===== config.mk =====
export PLATFORM = sky130hd
export DESIGN_NAME = bitop_unit
export DESIGN_NICKNAME = d
export VERILOG_FILES = /design/src/rtl/bitop_pkg.sv /design/src/rtl/bitop_mask_alu.sv /design/src/rtl/bitop_ctrl.sv /design/src/rtl/bitop_unit.sv
export SDC_FILE = /design/constraint.sdc
export NUM_CORES = 1
export LEC_CHECK = 0
export ABC_CLOCK_PERIOD_IN_PS = 1700
export BUFFER_PORTS_ARGS = -buffer_cell sky130_fd_sc_hd__buf_4
export CAP_MARGIN = 10
export CORE_ASPECT_RATIO = 0.6
export CORE_UTILIZATION = 48
export DETAILED_ROUTE_END_ITERATION = 10
export PLACE_DENSITY = 0.75
export SLEW_MARGIN = 20
export SYNTH_ARGS = -nofsm -noshare
export SYNTH_HDL_FRONTEND = slang
export SYNTH_SLANG_ARGS = --single-unit

===== constraint.sdc =====
create_clock -name clk -period 1.7 [get_ports clk]
set_input_delay 0.34 -clock clk [delete_from_list [all_inputs] [get_ports clk]]
set_output_delay 0.34 -clock clk [all_outputs]
set_load 0.1 [all_outputs]

===== src/rtl/bitop_pkg.sv =====
// Package: shared opcode encoding for the masked bit modify/test unit.
// Assumes a 2-bit opcode where bit 1 distinguishes test (1) from modify (0).
package bitop_pkg;

    typedef enum logic [1:0] {
        OP_SET   = 2'b00,
        OP_CLEAR = 2'b01,
        OP_TALL1 = 2'b10,
        OP_TALL0 = 2'b11
    } bitop_op_e;

    typedef enum logic [1:0] {
        ST_IDLE  = 2'b00,
        ST_READ  = 2'b01,
        ST_WRITE = 2'b10,
        ST_FIN   = 2'b11
    } bitop_state_e;

    // True when the opcode only tests and never writes memory.
    function automatic logic op_is_test(input bitop_op_e op);
        return op[1];
    endfunction

endpackage


===== src/rtl/bitop_mask_alu.sv =====
// Module: bitop_mask_alu
// Purely combinational mask logic. Given the opcode, the byte read from memory
// and the mask, it produces the byte to write back and a zero indication.
// For modify opcodes the zero indication is taken from the new byte. For test
// opcodes it is taken from the masked test word.
// Assumes nothing about timing; the caller registers the outputs.
module bitop_mask_alu
    import bitop_pkg::*;
#(
    parameter int DATA_W = 8
) (
    input  bitop_op_e            op,
    input  logic [DATA_W-1:0]    din,
    input  logic [DATA_W-1:0]    mask,
    output logic [DATA_W-1:0]    new_byte,
    output logic                 is_zero
);

    logic [DATA_W-1:0] test_word;
    logic [DATA_W-1:0] check_word;

    // Per-bit modify and test terms; each bit is independent of its neighbours.
    for (genvar i = 0; i < DATA_W; i++) begin : g_bit
        always_comb begin : p_bit
            new_byte[i]  = (op == OP_SET) ? (din[i] | mask[i]) : (din[i] & ~mask[i]);
            test_word[i] = (op == OP_TALL1) ? (~din[i] & mask[i]) : (din[i] & mask[i]);
        end
    end

    // Select the word whose zero state is reported.
    always_comb begin : p_zero
        check_word = op_is_test(op) ? test_word : new_byte;
        is_zero    = (check_word == '0);
    end

endmodule


===== src/rtl/bitop_ctrl.sv =====
// Module: bitop_ctrl
// Sequencer for one command: idle -> read -> (write) -> finish -> idle.
// Assumes a request/ready memory port where a transfer completes on a clock
// edge at which both mem_req and mem_ready are high. Read data is valid with
// mem_ready. Reset is synchronous and active low.
module bitop_ctrl
    import bitop_pkg::*;
(
    input  logic clk,
    input  logic rst_n,
    input  logic cmd_valid,
    input  logic cmd_is_test,
    input  logic held_is_test,
    input  logic mem_ready,
    output logic accept,
    output logic rd_fire,
    output logic busy,
    output logic done,
    output logic mem_req,
    output logic mem_we
);

    bitop_state_e st_q, st_d;

    // Decode handshake events from the current state.
    always_comb begin : p_events
        accept  = (st_q == ST_IDLE) && cmd_valid;
        rd_fire = (st_q == ST_READ) && mem_ready;
    end

    // Next-state selection.
    always_comb begin : p_next
        st_d = st_q;
        unique case (st_q)
            ST_IDLE:  if (cmd_valid) st_d = ST_READ;
            ST_READ:  if (mem_ready) st_d = held_is_test ? ST_FIN : ST_WRITE;
            ST_WRITE: if (mem_ready) st_d = ST_FIN;
            ST_FIN:   st_d = ST_IDLE;
            default:  st_d = ST_IDLE;
        endcase
    end

    // State register.
    always_ff @(posedge clk) begin : p_state
        if (!rst_n) st_q <= ST_IDLE;
        else        st_q <= st_d;
    end

    // Moore outputs decoded from the state.
    always_comb begin : p_outs
        busy    = (st_q != ST_IDLE);
        done    = (st_q == ST_FIN);
        mem_req = (st_q == ST_READ) || (st_q == ST_WRITE);
        mem_we  = (st_q == ST_WRITE);
    end

    logic unused_cmd_test;
    assign unused_cmd_test = cmd_is_test;

endmodule


===== src/rtl/bitop_unit.sv =====
// Module: bitop_unit (top)
// Masked bit set/clear/test execution unit. It latches the command when idle,
// reads the byte, applies the mask and either writes the result back or
// reports a branch decision. Results are held from done until the next
// command completes. Assumes the memory port rules described in bitop_ctrl.
module bitop_unit
    import bitop_pkg::*;
#(
    parameter int DATA_W = 8,
    parameter int ADDR_W = 16
) (
    input  logic              clk,
    input  logic              rst_n,
    input  logic              cmd_valid,
    input  logic [1:0]        cmd_op,
    input  logic [ADDR_W-1:0] cmd_addr,
    input  logic [DATA_W-1:0] cmd_mask,
    output logic              busy,
    output logic              done,
    output logic              branch_taken,
    output logic              zero_flag,
    output logic              mem_req,
    output logic              mem_we,
    output logic [ADDR_W-1:0] mem_addr,
    output logic [DATA_W-1:0] mem_wdata,
    input  logic              mem_ready,
    input  logic [DATA_W-1:0] mem_rdata
);

    bitop_op_e         op_q;
    logic [ADDR_W-1:0] addr_q;
    logic [DATA_W-1:0] mask_q;
    logic [DATA_W-1:0] wdata_q;
    logic              accept, rd_fire;
    logic [DATA_W-1:0] alu_byte;
    logic              alu_zero;

    bitop_ctrl u_ctrl (
        .clk          (clk),
        .rst_n        (rst_n),
        .cmd_valid    (cmd_valid),
        .cmd_is_test  (cmd_op[1]),
        .held_is_test (op_is_test(op_q)),
        .mem_ready    (mem_ready),
        .accept       (accept),
        .rd_fire      (rd_fire),
        .busy         (busy),
        .done         (done),
        .mem_req      (mem_req),
        .mem_we       (mem_we)
    );

    bitop_mask_alu #(.DATA_W(DATA_W)) u_alu (
        .op       (op_q),
        .din      (mem_rdata),
        .mask     (mask_q),
        .new_byte (alu_byte),
        .is_zero  (alu_zero)
    );

    // Capture the command operands on acceptance.
    always_ff @(posedge clk) begin : p_cmd
        if (!rst_n) begin
            op_q   <= OP_SET;
            addr_q <= '0;
            mask_q <= '0;
        end else if (accept) begin
            op_q   <= bitop_op_e'(cmd_op);
            addr_q <= cmd_addr;
            mask_q <= cmd_mask;
        end
    end

    // Capture the mask result and the flags when the read data arrives.
    always_ff @(posedge clk) begin : p_result
        if (!rst_n) begin
            wdata_q      <= '0;
            branch_taken <= 1'b0;
            zero_flag    <= 1'b0;
        end else if (rd_fire) begin
            wdata_q      <= alu_byte;
            branch_taken <= op_is_test(op_q) && alu_zero;
            zero_flag    <= alu_zero;
        end
    end

    assign mem_addr  = addr_q;
    assign mem_wdata = wdata_q;

endmodule


==> results_dict.tcl <==
set metrics [dict create \
    setup_tns_ns 0 \
    synth_ff_type "dfxtp_1" \
    avgSynthCellArea_um2 8.23 \
    crit_chain "inv_2 -> ha_4 -> buf_6" \
    grt_max_degree 40 \
    drive_gt1_share_pct 32.0 \
    critical_path.startpoint "u_ctrl.st_q[0]" \
    avgViaCountPerCell 5.30 \
    fin_crit_ns 1.61 \
    cts_tree "yes" \
    rrSetupSlack_ns 0.22 \
    drt-initial-drc-count 103 \
    hpwl_um 3120 \
    htree_levels 2 \
    numClockSinks 38 \
    netlist_area_um2 1740 \
    port_buffers 67 \
    cp.required_ns 1.36 \
    final-instance-count-excl-fill 323 \
    wirelength_um 4310 \
    synth_area_leaders "dfxtp_1 (44%), nand2_1 (12%), a21boi_0 (11%)" \
    clk_latency_ns 0.29 \
    drv_cap 0 \
    cp_data_arrival_time_ns 1.27 \
    postRouteAntennaNets 0 \
    netlist.area_leader.share_pct 43.6 \
    gp_congestion 0.870 \
    ys_top_cells_by_count "nand2_1 (55), dfxtp_1 (38), a21boi_0 (26)" \
    coreArea_um2 3360 \
    hold_ws_ns 0.292 \
    path_clk_slew_ns 0.08 \
    clockBufferDepth 2 \
    grt_pass1_vias 1615 \
    rsz0062_at_grt "no" \
    synth_most_common_cell "nand2_1" \
    max_stage_delay_ns 0.39 \
    reg2reg_to "mem_wdata[7]" \
    final.period_utilization_pct 94.6 \
    synth.yosys.seq_area_share_pct 43.6 \
    ys_seq_elements 38 \
    synth_cell_type_count 33 \
    post-place-ws_ns 0.238 \
    dp_cells 315 \
    crit_fanout 5 \
    io-pin-count 68 \
    grt_usage_pct 25.0 \
    setup-violations-final 0 \
    synth_fp_nets 255 \
    yosys_warnings 0 \
    whs_path_depth 3 \
    synth_edf_count 0 \
    slew_violations 0 \
    crit_path_end_kind "primary output" \
    root_buffer "clkbuf_8" \
    ir_drop_mv 1.56 \
    die_w_um 79.8 \
    grt_pass1_wl_um 7360 \
    tightest_slew_ns 0.443 \
    run_status "finished, final reports clean" \
    netlist_instances 212 \
    p_leak_nw 1.05 \
    routedWlPerCell_um 13.3 \
    vias 1711 \
    rr_startpoint "u_ctrl.st_q[1]" \
    nets 320 \
    fin_skew_ns 0.00856 \
    power_density_nw_per_um2 1870 \
    slowest_stage "dfxtp_1" \
    globalRoute.totalOverflow 0 \
    fin_ws_ns 0.0911 \
    crit_path_start_kind "flip-flop" \
    fmax_mhz 622 \
    hold_start "cmd_addr[11]" \
    min_path_type "in2reg" \
    slew_headroom_pct 69.7 \
    numCtsBuffers 5 \
    synthToLayoutAreaGrowth_pct 40.1 \
    rr_worst_depth 5 \
    worstHoldEndpoint "mem_addr[11]" \
    drc_errors 0 \
    num_antenna_cells 0 \
    initial_core_util_pct 51.9 \
    die-area_um2 3890 \
    finalHoldViolations 0 \
    die_y_um 48.7 \
    drt_first_pass_iters 4 \
    async_flop_share_pct 0 \
    rows 16 \
    cts_hold_buf 0 \
    yosys.area.top_type "dfxtp_1" \
    criticalPathCategory "reg2out" \
    antenna_found_initial 0 \
]
[placed cells by master (no fill, tap or decap), types with 2 or more instances in the layout]
master / count
nand2_1: 55
nor2_1: 2
a22oi_1: 2
o31ai_1: 2
dfxtp_1: 37
and2_1: 2
o21ai_0: 9
nand3_1: 3
ha_1: 3
buf_4: 66
buf_6: 2
buf_12: 2
inv_1: 4
clkbuf_8: 5
a221oi_1: 2
clkinv_2: 2
a21boi_0: 26
a2111oi_0: 2
a21oi_1: 18
inv_2: 2
nor2b_1: 10
xnor2_1: 2
[power breakdown]
group | total, mW | leakage, nW | switching (mW) | internal (mW)
Sequential | 1.25 | 0.312 | 0.166 | 1.08
Combinational | 2.57 | 0.684 | 1.87 | 0.700
Clock | 0.750 | 0.0579 | 0.318 | 0.432
Total | 4.57 | 1.05 | 2.35 | 2.21
[worst max-delay path: cells and delay by family, from the launching register on]
kind                     cells  cell delay [ns]
adder cells (fa/ha/maj)      1             0.28
buffers and inverters        2             0.30
flip-flops                   1             0.39
[through the flow]
stage / util, % / cell area [um2] / total power, mW
3_3_place_gp: 69.2 / 2330 / 3.76
5_1_grt: 72.7 / 2440 / 4.80
2_1_floorplan: - / 1770 / 3.24
3_5_place_dp: 69.2 / 2330 / 3.79
6_report: 72.7 / 2440 / 4.57
4_1_cts: 72.6 / 2440 / 4.59
[state kept, by name (all words and copies together) (netlist names)]
| name | cells |
|---|---|
| zero_flag | 1 |
| mem_addr | 16 |
| mask_q | 8 |
| u_ctrl.st_q | 2 |
| branch_taken | 1 |
| mem_wdata | 8 |
| op_q | 2 |
[cells by family (layout without fill, tap and decap cells)]
logic type,after synthesis,in the layout,synth area share [%]
and+or+nand+nor,79,79,20.6
AOI/OAI and AO/OA,68,68,26.3
DFF,38,38,43.6
buffers and inverters,19,85,4.38
adders and majority gates,5,5,3.59
xor gates and xnor gates,2,2,1.00
muxes,1,1,0.574
[repair_timing]
item                       4_1_cts  5_1_grt
resized for setup                2        1
setup endpoints to repair        2        3
setup buffers                    0        0
hold endpoints to repair         0        0
[metal layers]
metal  global-route usage, %  vias up  share of wire, %
li1                        -      856                 -
met1                    36.1      788                50
met2                    35.9       60                42
met3                    6.79        7               6.8
met4                    8.04        0               1.2
met5                       0        -                 0
[final cells by class]
type / count / area, um2
Clock buffer: 5 / 68.8
Fill cell: 279 / 920
Sequential cell: 38 / 762
Timing Repair Buffer: 70 / 558
Multi-Input combinational cell: 155 / 928
Tap cell: 45 / 56.3
Inverter: 7 / 30.0
Clock inverter: 3 / 40.0
[how the worst max path moves through the flow]
| stage | to | slack [ns] | cells after the start |
|---|---|---|---|
| final | mem_req | 0.09 | 3 |
| after global routing | mem_wdata[1] | 0.04 | 5 |
| after CTS | busy | 0.06 | 4 |
| after detailed placement | mem_wdata[1] | 0.24 | 5 |
| after global placement | mem_wdata[4] | 0.28 | 5 |
| after floorplan | u_ctrl.st_q[1] | 0.009 | 6 |
(Power assumes the default switching activity.)
